`config.mk`:
```
export PLATFORM = sky130hd
export DESIGN_NAME = ptw_walker
export DESIGN_NICKNAME = d
export VERILOG_FILES = /design/src/rtl/ptw_pkg.sv /design/src/rtl/ptw_ent_addr.sv /design/src/rtl/ptw_pte_dec.sv /design/src/rtl/ptw_walker.sv
export SDC_FILE = /design/constraint.sdc
export NUM_CORES = 1
export LEC_CHECK = 0
export BUFFER_PORTS_ARGS = -buffer_cell sky130_fd_sc_hd__buf_2
export CAP_MARGIN = 20
export CORE_AREA = 2 2 119 121
export CTS_BUF_LIST = sky130_fd_sc_hd__clkbuf_2 sky130_fd_sc_hd__clkbuf_4 sky130_fd_sc_hd__clkbuf_8
export DETAILED_ROUTE_END_ITERATION = 6
export DIE_AREA = 0 0 121 123
export HOLD_SLACK_MARGIN = 0.06
export PLACE_DENSITY = 0.74
export RECOVER_POWER = 50
export SLEW_MARGIN = 20
export SYNTH_ARGS = -nofsm -noshare
export SYNTH_HDL_FRONTEND = slang
export SYNTH_HIERARCHICAL = 1
export SYNTH_SLANG_ARGS = --single-unit
```
`constraint.sdc`:
```
create_clock -name clk -period 2.3 [get_ports clk]
set_input_delay 0.345 -clock clk [delete_from_list [all_inputs] [get_ports clk]]
set_output_delay 0.345 -clock clk [all_outputs]
set_load 0.03 [all_outputs]
```
`src/rtl/ptw_pkg.sv`:
```
package ptw_pkg;

    localparam int PTE_P_BIT = 0;
    localparam int PTE_M_BIT = 1;

    typedef enum logic [2:0] {
        WS_IDLE,
        WS_RT_REQ,
        WS_RT_WAIT,
        WS_LF_REQ,
        WS_LF_WAIT,
        WS_WB_REQ,
        WS_WB_WAIT,
        WS_DONE
    } walk_st_e;

endpackage

```
`src/rtl/ptw_ent_addr.sv`:
```
module ptw_ent_addr #(
    parameter int PN_W  = 20,
    parameter int IDX_W = 10,
    parameter int SH_W  = 2
) (
    input  logic [PN_W-1:0]            base_pn,
    input  logic [IDX_W-1:0]           index,
    output logic [PN_W+IDX_W+SH_W-1:0] addr
);
    // entries are word sized: the index is scaled by the entry size
    assign addr = {base_pn, index, {SH_W{1'b0}}};
endmodule

```
`src/rtl/ptw_pte_dec.sv`:
```
module ptw_pte_dec import ptw_pkg::*; #(
    parameter int ADDR_W = 32,
    parameter int OFF_W  = 12
) (
    input  logic [ADDR_W-1:0]       pte,
    output logic                    present,
    output logic                    dirty,
    output logic [ADDR_W-OFF_W-1:0] next_pn,
    output logic [ADDR_W-1:0]       marked
);
    assign present = pte[PTE_P_BIT];
    assign dirty   = pte[PTE_M_BIT];
    assign next_pn = pte[ADDR_W-1:OFF_W];
    assign marked  = pte | (ADDR_W'(1) << PTE_M_BIT);
endmodule

```
`src/rtl/ptw_walker.sv`:
```
module ptw_walker import ptw_pkg::*; #(
    parameter int ADDR_W = 32,
    parameter int OFF_W  = 12,
    parameter int IDX_W  = 10
) (
    input  logic                    clk,
    input  logic                    rst_n,
    input  logic                    req_valid,
    output logic                    req_ready,
    input  logic [ADDR_W-1:0]       req_vaddr,
    input  logic                    req_write,
    input  logic [ADDR_W-OFF_W-1:0] root_pn,
    output logic                    mem_req,
    output logic                    mem_we,
    output logic [ADDR_W-1:0]       mem_addr,
    output logic [ADDR_W-1:0]       mem_wdata,
    input  logic                    mem_rvalid,
    input  logic [ADDR_W-1:0]       mem_rdata,
    output logic                    resp_valid,
    output logic                    resp_fault,
    output logic                    resp_fault_lvl,
    output logic [ADDR_W-1:0]       resp_paddr
);
    localparam int PN_W   = ADDR_W - OFF_W;
    localparam int SH_W   = OFF_W - IDX_W;
    localparam int LEVELS = PN_W / IDX_W;

    typedef struct packed {
        walk_st_e          st;
        logic [ADDR_W-1:0] va;
        logic              wr;
        logic [PN_W-1:0]   tbl;
        logic [ADDR_W-1:0] pte;
        logic              flt;
        logic              lvl;
        logic [ADDR_W-1:0] pa;
    } walk_s;

    walk_s q, d;

    // per-level index slices of the held virtual address
    logic [IDX_W-1:0] lvl_idx [LEVELS];
    genvar lv;
    generate
        for (lv = 0; lv < LEVELS; lv++) begin : g_idx
            assign lvl_idx[lv] = q.va[ADDR_W-1-lv*IDX_W -: IDX_W];
        end
    endgenerate

    logic [IDX_W-1:0] cur_idx;
    assign cur_idx = (q.st == WS_RT_REQ) ? lvl_idx[0] : lvl_idx[LEVELS-1];

    ptw_ent_addr #(.PN_W(PN_W), .IDX_W(IDX_W), .SH_W(SH_W)) ent_addr_i (
        .base_pn (q.tbl),
        .index   (cur_idx),
        .addr    (mem_addr)
    );

    logic            rd_present;
    logic            rd_dirty;
    logic [PN_W-1:0] rd_pn;
    logic [ADDR_W-1:0] rd_marked;

    ptw_pte_dec #(.ADDR_W(ADDR_W), .OFF_W(OFF_W)) pte_dec_i (
        .pte     (mem_rdata),
        .present (rd_present),
        .dirty   (rd_dirty),
        .next_pn (rd_pn),
        .marked  (rd_marked)
    );

    always_comb begin
        d = q;
        unique case (q.st)
            WS_IDLE: begin
                if (req_valid) begin
                    d.st  = WS_RT_REQ;
                    d.va  = req_vaddr;
                    d.wr  = req_write;
                    d.tbl = root_pn;
                    d.flt = 1'b0;
                    d.lvl = 1'b0;
                    d.pa  = '0;
                end
            end
            WS_RT_REQ: d.st = WS_RT_WAIT;
            WS_RT_WAIT: begin
                if (mem_rvalid) begin
                    if (!rd_present) begin
                        d.st  = WS_DONE;
                        d.flt = 1'b1;
                        d.lvl = 1'b0;
                    end else begin
                        d.tbl = rd_pn;
                        d.st  = WS_LF_REQ;
                    end
                end
            end
            WS_LF_REQ: d.st = WS_LF_WAIT;
            WS_LF_WAIT: begin
                if (mem_rvalid) begin
                    if (!rd_present) begin
                        d.st  = WS_DONE;
                        d.flt = 1'b1;
                        d.lvl = 1'b1;
                    end else begin
                        d.pa  = {rd_pn, q.va[OFF_W-1:0]};
                        d.pte = rd_marked;
                        d.st  = (q.wr && !rd_dirty) ? WS_WB_REQ : WS_DONE;
                    end
                end
            end
            WS_WB_REQ: d.st = WS_WB_WAIT;
            WS_WB_WAIT: begin
                if (mem_rvalid) d.st = WS_DONE;
            end
            WS_DONE: d.st = WS_IDLE;
            default: d.st = WS_IDLE;
        endcase
    end

    always_ff @(posedge clk) begin
        if (!rst_n) begin
            q <= '0;
        end else begin
            q <= d;
        end
    end

    assign req_ready      = (q.st == WS_IDLE);
    assign mem_req        = (q.st == WS_RT_REQ) || (q.st == WS_LF_REQ) || (q.st == WS_WB_REQ);
    assign mem_we         = (q.st == WS_WB_REQ);
    assign mem_wdata      = q.pte;
    assign resp_valid     = (q.st == WS_DONE);
    assign resp_fault     = q.flt;
    assign resp_fault_lvl = q.lvl;
    assign resp_paddr     = q.pa;

endmodule

```
==> results_dict.tcl, run 1 <==
set metrics [dict create \
    first_pass_iters 5 \
    antenna_found_initial 0 \
    cp_cell_sequence "buf_6, nor3b_4, buf_6, mux2_2, buf_2" \
    critical_path_buf_inv_count 3 \
    crit_path_end_kind "primary output" \
    grt_max_degree 39 \
    stdcell_count 975 \
    yosysWarnings 6 \
    cts_max_level 4 \
    power_frac_seq_pct 43.0 \
    finClkSkew_ns 0.00412 \
    setup_violations 0 \
    coreArea_mm2 0.0136 \
    utilization_pct 49.0 \
    p_switching_uw 1680 \
    die_h_um 123 \
    sw_frac_of_total_pct 31.1 \
    cts_tree "yes" \
    area_growth_pct 3.70 \
    grt_usage_pct 20.2 \
    insertion_delay_ns 0.43 \
    max_cap_viol_count 0 \
    synth_edf_count 0 \
    drc_errors 0 \
    finalSetupTns_ns 0 \
    rsz0062_at_grt "no" \
    grt_pass1_vias 4589 \
    worst_pin_slew_ns 0.808 \
    critPathSlowestCell "dfxtp_1" \
    synthCells 756 \
    cts_hold_buffers 0 \
    path_class "reg -> out" \
    ys_async_sr_fraction_pct 0 \
    ys_types 40 \
    cts_buffers 17 \
    hp-class "in -> reg" \
    cp_common_cell "buf_6" \
    combinationalPowerShare_pct 21.9 \
    hold_slack_ns 0.145 \
    p_int_uw 3710 \
    gp_congestion 0.766 \
    grt.overflow.total 0 \
    timing.fmax_ghz 0.459 \
    path_clk_slew_ns 0.07 \
    slowest_delay_ns 0.35 \
    die-area_mm2 0.0149 \
    yosysSeqAreaShare_pct 38.0 \
    reg2reg_slack_ns 0.37 \
    cts.sinks 122 \
    ys.flop_type "dfxtp_1" \
    grt_pass1_wl_um 23500 \
    synth-seq-cells 122 \
    p_leak_uw 0.00277 \
    placed_cells 942 \
    hold_depth 3 \
    avgSynthCellArea_um2 8.51 \
    cp_max_fo 5 \
    worst_ep_required_time_ns 1.96 \
    rows 43 \
    dpl.hpwl_um 10100 \
    port_buffers 188 \
    drive_gt1_share_pct 24.0 \
    fillCellCount 1386 \
    timing.final.crit_share_pct 94.7 \
    cp_top_family "buffers and inverters" \
    fin_crit_ns 2.18 \
    syn_area_mm2 0.00643 \
    drtIter0Drc 264 \
    finalHoldViolCount 0 \
    via_per_inst 4.97 \
    power.density_mw_per_mm2 808 \
    drt-total-wl_um 15000 \
    clock_power_share_pct 35.0 \
    vias 4841 \
    startpoint_type "flop" \
    cts-root-buf "clkbuf_8" \
    peakVddDrop_mv 0.370 \
    layout.nets 872 \
    reg2regPathDepth 6 \
    initial_core_util_pct 47.2 \
    clock_path_buffers 2 \
    fp.dieW_um 121 \
    power_uw 5390 \
    relSlewSlack_pct 46.1 \
    ioPinCount 191 \
    finalMaxSlewViolations 0 \
    wl_per_cell_um 15.4 \
    cp.depth 5 \
    diodes 0 \
    ant_nets 0 \
    status "complete, no violations" \
    cp.arrival_ns 1.83 \
]
==> worst paths after layout <==
path / end / start
min: lvl_idx[14]$_SDFFE_PN0P_ / req_vaddr[26]
max reg2reg: mem_wdata[2]$_SDFFE_PN0P_ / q[119]$_SDFFE_PN0P_
max: mem_addr[9] / q[119]$_SDFFE_PN0P_
min reg2reg: lvl_idx[3]$_SDFFE_PN0P_ / lvl_idx[3]$_SDFFE_PN0P_
==> cells in the mapped netlist (2+ instances only) <==
library cell  number  share of area [%]
mux2i_1           52                8.1
and2_1            20                1.9
a21boi_0           2               0.23
mux2_2            10                1.8
a21oi_1           65                5.1
buf_6              5               0.88
a221oi_2          17                4.0
nor2_1            25                1.5
a211oi_1           3               0.35
nand2_1          132                7.7
and3_1             2               0.19
o21ai_0           29                2.3
clkbuf_2           2               0.16
a221oi_1           3               0.41
conb_1             2               0.12
buf_4            158                 18
clkbuf_1          20                1.2
dfxtp_1          122                 38
nor2b_1            2               0.19
nand2b_1           2               0.19
nand3_1           38                3.0
nor3b_1            2               0.23
buf_2             23                1.8
o21ai_1            4               0.31
==> state kept, by name (all words and copies together), names as in the netlist <==
| signal | count |
|---|---|
| resp_fault | 1 |
| resp_paddr | 32 |
| mem_wdata | 32 |
| q | 36 |
| resp_fault_lvl | 1 |
| lvl_idx | 20 |
==> placed cells by master (no fill, tap or decap), types with 3 or more instances in the layout <==
cell | netlist | routed
buf_6 | 5 | 3
nand3_1 | 38 | 38
a221oi_1 | 3 | 3
clkinv_2 | 0 | 8
a221oi_2 | 17 | 17
mux2_2 | 10 | 10
dfxtp_1 | 122 | 120
a21oi_1 | 65 | 65
o21ai_0 | 29 | 29
clkbuf_8 | 0 | 21
conb_1 | 2 | 3
nor2_1 | 25 | 26
a211oi_1 | 3 | 3
and2_1 | 20 | 20
nand2_1 | 132 | 132
buf_2 | 23 | 102
o21ai_1 | 4 | 4
mux2i_1 | 52 | 52
clkbuf_1 | 20 | 89
buf_4 | 158 | 18
==> worst reg2reg max path, stage by stage (launching register included) <==
cell and delay (ns):
dfxtp_1 0.32, buf_6 0.12, clkbuf_1 0.13, nor2_1 0.26, clkbuf_2 0.70, nand3_1 0.17, a21oi_1 0.16
==> repair_timing <==
action,4_1_cts,5_1_grt
endpoints found under the setup margin,1,9
gates cloned,0,1
setup buffers,0,1
resized for setup,1,7
==> cell families (layout without fill, tap and decap cells) <==
kind of cell	after synthesis	after routing	share of synthesized area, %
buffers and inverters	210	248	22.5
other	2	3	0.117
AOI/OAI and AO/OA	127	127	13.2
DFF	122	122	38.0
muxes	62	62	9.84
xor gates and xnor gates	1	1	0.136
and+or+nand+nor	232	232	16.2
==> metrics by stage <==
step	area [um^2]	worst slack, ns
2_1_floorplan	6430	0.470
3_3_place_gp	6390	0.518
3_5_place_dp	6390	0.473
4_1_cts	6780	0.0447
5_1_grt	6670	0.0179
6_report	6670	0.122
==> final cells by class <==
type                    instances  area, um^2  area share (%)
clock buffers                  22         297            4.45
repair buffers                215        1040            15.6
clock inverters                 9        95.1            1.43
inverters                       2        8.76           0.131
well taps                     180         225            3.38
flip-flops and latches        122        2440            36.7
multi-input cells             425        2550            38.3
==> per-layer routing <==
layer  wire [um]  vias to the layer above  track usage (%)  part of all wire, %
met5           0                        -                0                    0
met4         180                        0             5.96                  1.2
met3        1060                       12             6.32                  7.0
met2        6990                      166             33.0                   47
met1        6790                     2234             25.7                   45
li1            -                     2429                -                    -
==> power groups by stage <==
stage                     sequential, uW  combinational (uW)  clock [uW]
after detailed placement            2360                1200           0
after CTS                           2320                1200        1940
final                               2320                1180        1890
after global routing                2340                1280        2050
after global placement              2360                1180           0
after floorplan                     2340                1070           0
Power figures use the tool's default switching activity.
==> inputs of run 2 (changes only) <==
- CELL_PAD_IN_SITES_DETAIL_PLACEMENT: unset -> 0
- CELL_PAD_IN_SITES_GLOBAL_PLACEMENT: unset -> 2
- CORE_AREA: 2 2 119 121 -> 2 2 148 150
- DIE_AREA: 0 0 121 123 -> 0 0 150 152
- PLACE_DENSITY: 0.74 -> unset
- PLACE_DENSITY_LB_ADDON: unset -> 0.1
- TNS_END_PERCENT: unset -> 30
==> results_dict.tcl, run 2 (synthesis results as in run 1) <==
set metrics [dict create \
    status "complete, no violations" \
    vias 4843 \
    grt_max_degree 44 \
    insertion_delay_ns 0.43 \
    startpoint_type "flop" \
    timing.fmax_ghz 0.459 \
    max_cap_viol_count 0 \
    hold_path_end "lvl_idx[6]$_SDFFE_PN0P_" \
    r2r_end "resp_paddr[26]$_SDFFE_PN0P_" \
    power.density_mw_per_mm2 804 \
    postCtsSetupBuffers 0 \
    first_pass_iters 4 \
    drc_errors 0 \
    finClkSkew_ns 0.0110 \
    cts.sinks 122 \
    grt_usage_pct 15.8 \
    peakVddDrop_mv 0.306 \
    path_class "reg -> out" \
    stdcell_area_mm2 0.00683 \
    relSlewSlack_pct 45.1 \
    place_area_mm2 0.00656 \
    hold_depth 3 \
    fin_crit_ns 2.18 \
    cp.arrival_ns 1.83 \
    cts_hold_buffers 0 \
    reg2regPathDepth 5 \
    rr_startpoint "q[121]$_SDFFE_PN0P_" \
    grt.overflow.total 0 \
    port_buffers 188 \
    via_per_inst 4.52 \
    p_leak_uw 0.00277 \
    setup_violations 0 \
    cts_tree "yes" \
    cts-root-buf "clkbuf_8" \
    reg2reg_slack_ns 0.23 \
    rows 54 \
    wl_per_cell_um 16.7 \
    finalSetupTns_ns 0 \
    grt_pass1_vias 4948 \
    rsz0062_at_grt "no" \
    layout.nets 871 \
    min_from "req_vaddr[18]" \
    cts_buffers 17 \
    cp_max_fo 14 \
    fp.dieW_um 150 \
    coreArea_mm2 0.0214 \
    ioPinCount 191 \
    dpl_worst_slack_ns 0.279 \
    grt_pass1_wl_um 27900 \
    fillCellCount 2404 \
    timing.final.crit_share_pct 94.8 \
    cts_max_level 4 \
    initial_core_util_pct 30.1 \
    diodes 0 \
    worst_pin_slew_ns 0.822 \
    die-area_mm2 0.0228 \
    placed_cells 1042 \
    layout_commonest_cell "nand2_1" \
    finalMaxSlewViolations 0 \
    antenna_found_initial 0 \
    crit_path_end_kind "primary output" \
    final_cell_mix "nand2_1, dfxtp_1, buf_2, clkbuf_1, a21oi_1" \
    drive_gt1_share_pct 24.2 \
    worst_slack_ns 0.120 \
    finalHoldViolCount 0 \
    ant_nets 0 \
    stdcell_count 1072 \
    hp-class "in -> reg" \
    gp_congestion 0.761 \
    drt-total-wl_um 17900 \
    die_h_um 152 \
    largest_reg_flops 36 \
    path_clk_slew_ns 0.07 \
    worst_ep_required_time_ns 1.96 \
    area_growth_pct 6.19 \
    drtIter0Drc 172 \
    dpl.hpwl_um 12600 \
    regMostFlops "q" \
    clock_path_buffers 2 \
]
run 2: changes by cell type in the layout (fill, tap and decap cells not counted), moves of 2 or more:
cell        change
clkinvlp_4      +3
buf_6           -3
clkbuf_1        -2
clkinv_2        -5
clkbuf_2        +2
buf_12          +3
run 2: worst max path at each step:
stage / start / end / slack [ns] / depth (start not counted)
final: q[120]$_SDFFE_PN0P_ / mem_addr[6] / 0.12 / 4
after global routing: q[120]$_SDFFE_PN0P_ / mem_addr[11] / 0.01 / 4
after CTS: q[121]$_SDFFE_PN0P_ / mem_addr[6] / 0.03 / 4
after detailed placement: req_valid / q[67]$_SDFFE_PN0P_ / 0.28 / 4
after global placement: req_valid / q[66]$_SDFFE_PN0P_ / 0.31 / 4
after floorplan: q[119]$_SDFFE_PN0P_ / mem_addr[10] / 0.47 / 5
run 2: what timing repair did:
item / CTS / global route
gates resized for setup: 6 / 1
hold endpoints to repair: 0 / 0
pin swaps: 0 / 1
setup endpoints to repair: 10 / 10
gates cloned: 1 / 0
run 2: per-stage QoR:
step | hold WS, ns | utilization (%) | total power [uW]
floorplan | 0.433 | - | 3410
global placement | 0.438 | 30.7 | 3630
detailed placement | 0.436 | 30.7 | 3650
CTS | 0.106 | 32.6 | 5620
global route | 0.110 | 32.0 | 5800
finish | 0.143 | 32.0 | 5490
run 2: where the power goes:
| part | switching, uW | internal, uW | total, uW |
|---|---|---|---|
| clock network | 863 | 1070 | 1930 |
| logic | 808 | 425 | 1230 |
| registers | 86.0 | 2240 | 2330 |
| total | 1760 | 3740 | 5490 |
run 2: area by class of cell:
class                           count  area [um^2]  area share (%)
Tap cell                          280          350            5.13
Sequential cell                   122         2440            35.8
Multi-Input combinational cell    425         2570            37.7
Inverter                            2         8.76           0.128
Timing Repair Buffer              214         1060            15.6
Clock inverter                      7         92.6            1.36
Clock buffer                       22          297            4.34
run 2: metal layers:
layer / global-route usage, % / wire, um / vias to the layer above
li1: - / - / 2420
met1: 20.7 / 8360 / 2272
met2: 25.4 / 8270 / 135
met3: 4.53 / 1080 / 16
met4: 4.63 / 216 / 0
met5: 0 / 0 / -
run 2: critical path, stage by stage, from the launching register on:
cell	delay, ns
dfxtp_2	0.40
nor3b_4	0.27
buf_4	0.21
mux2_2	0.35
buf_2	0.18
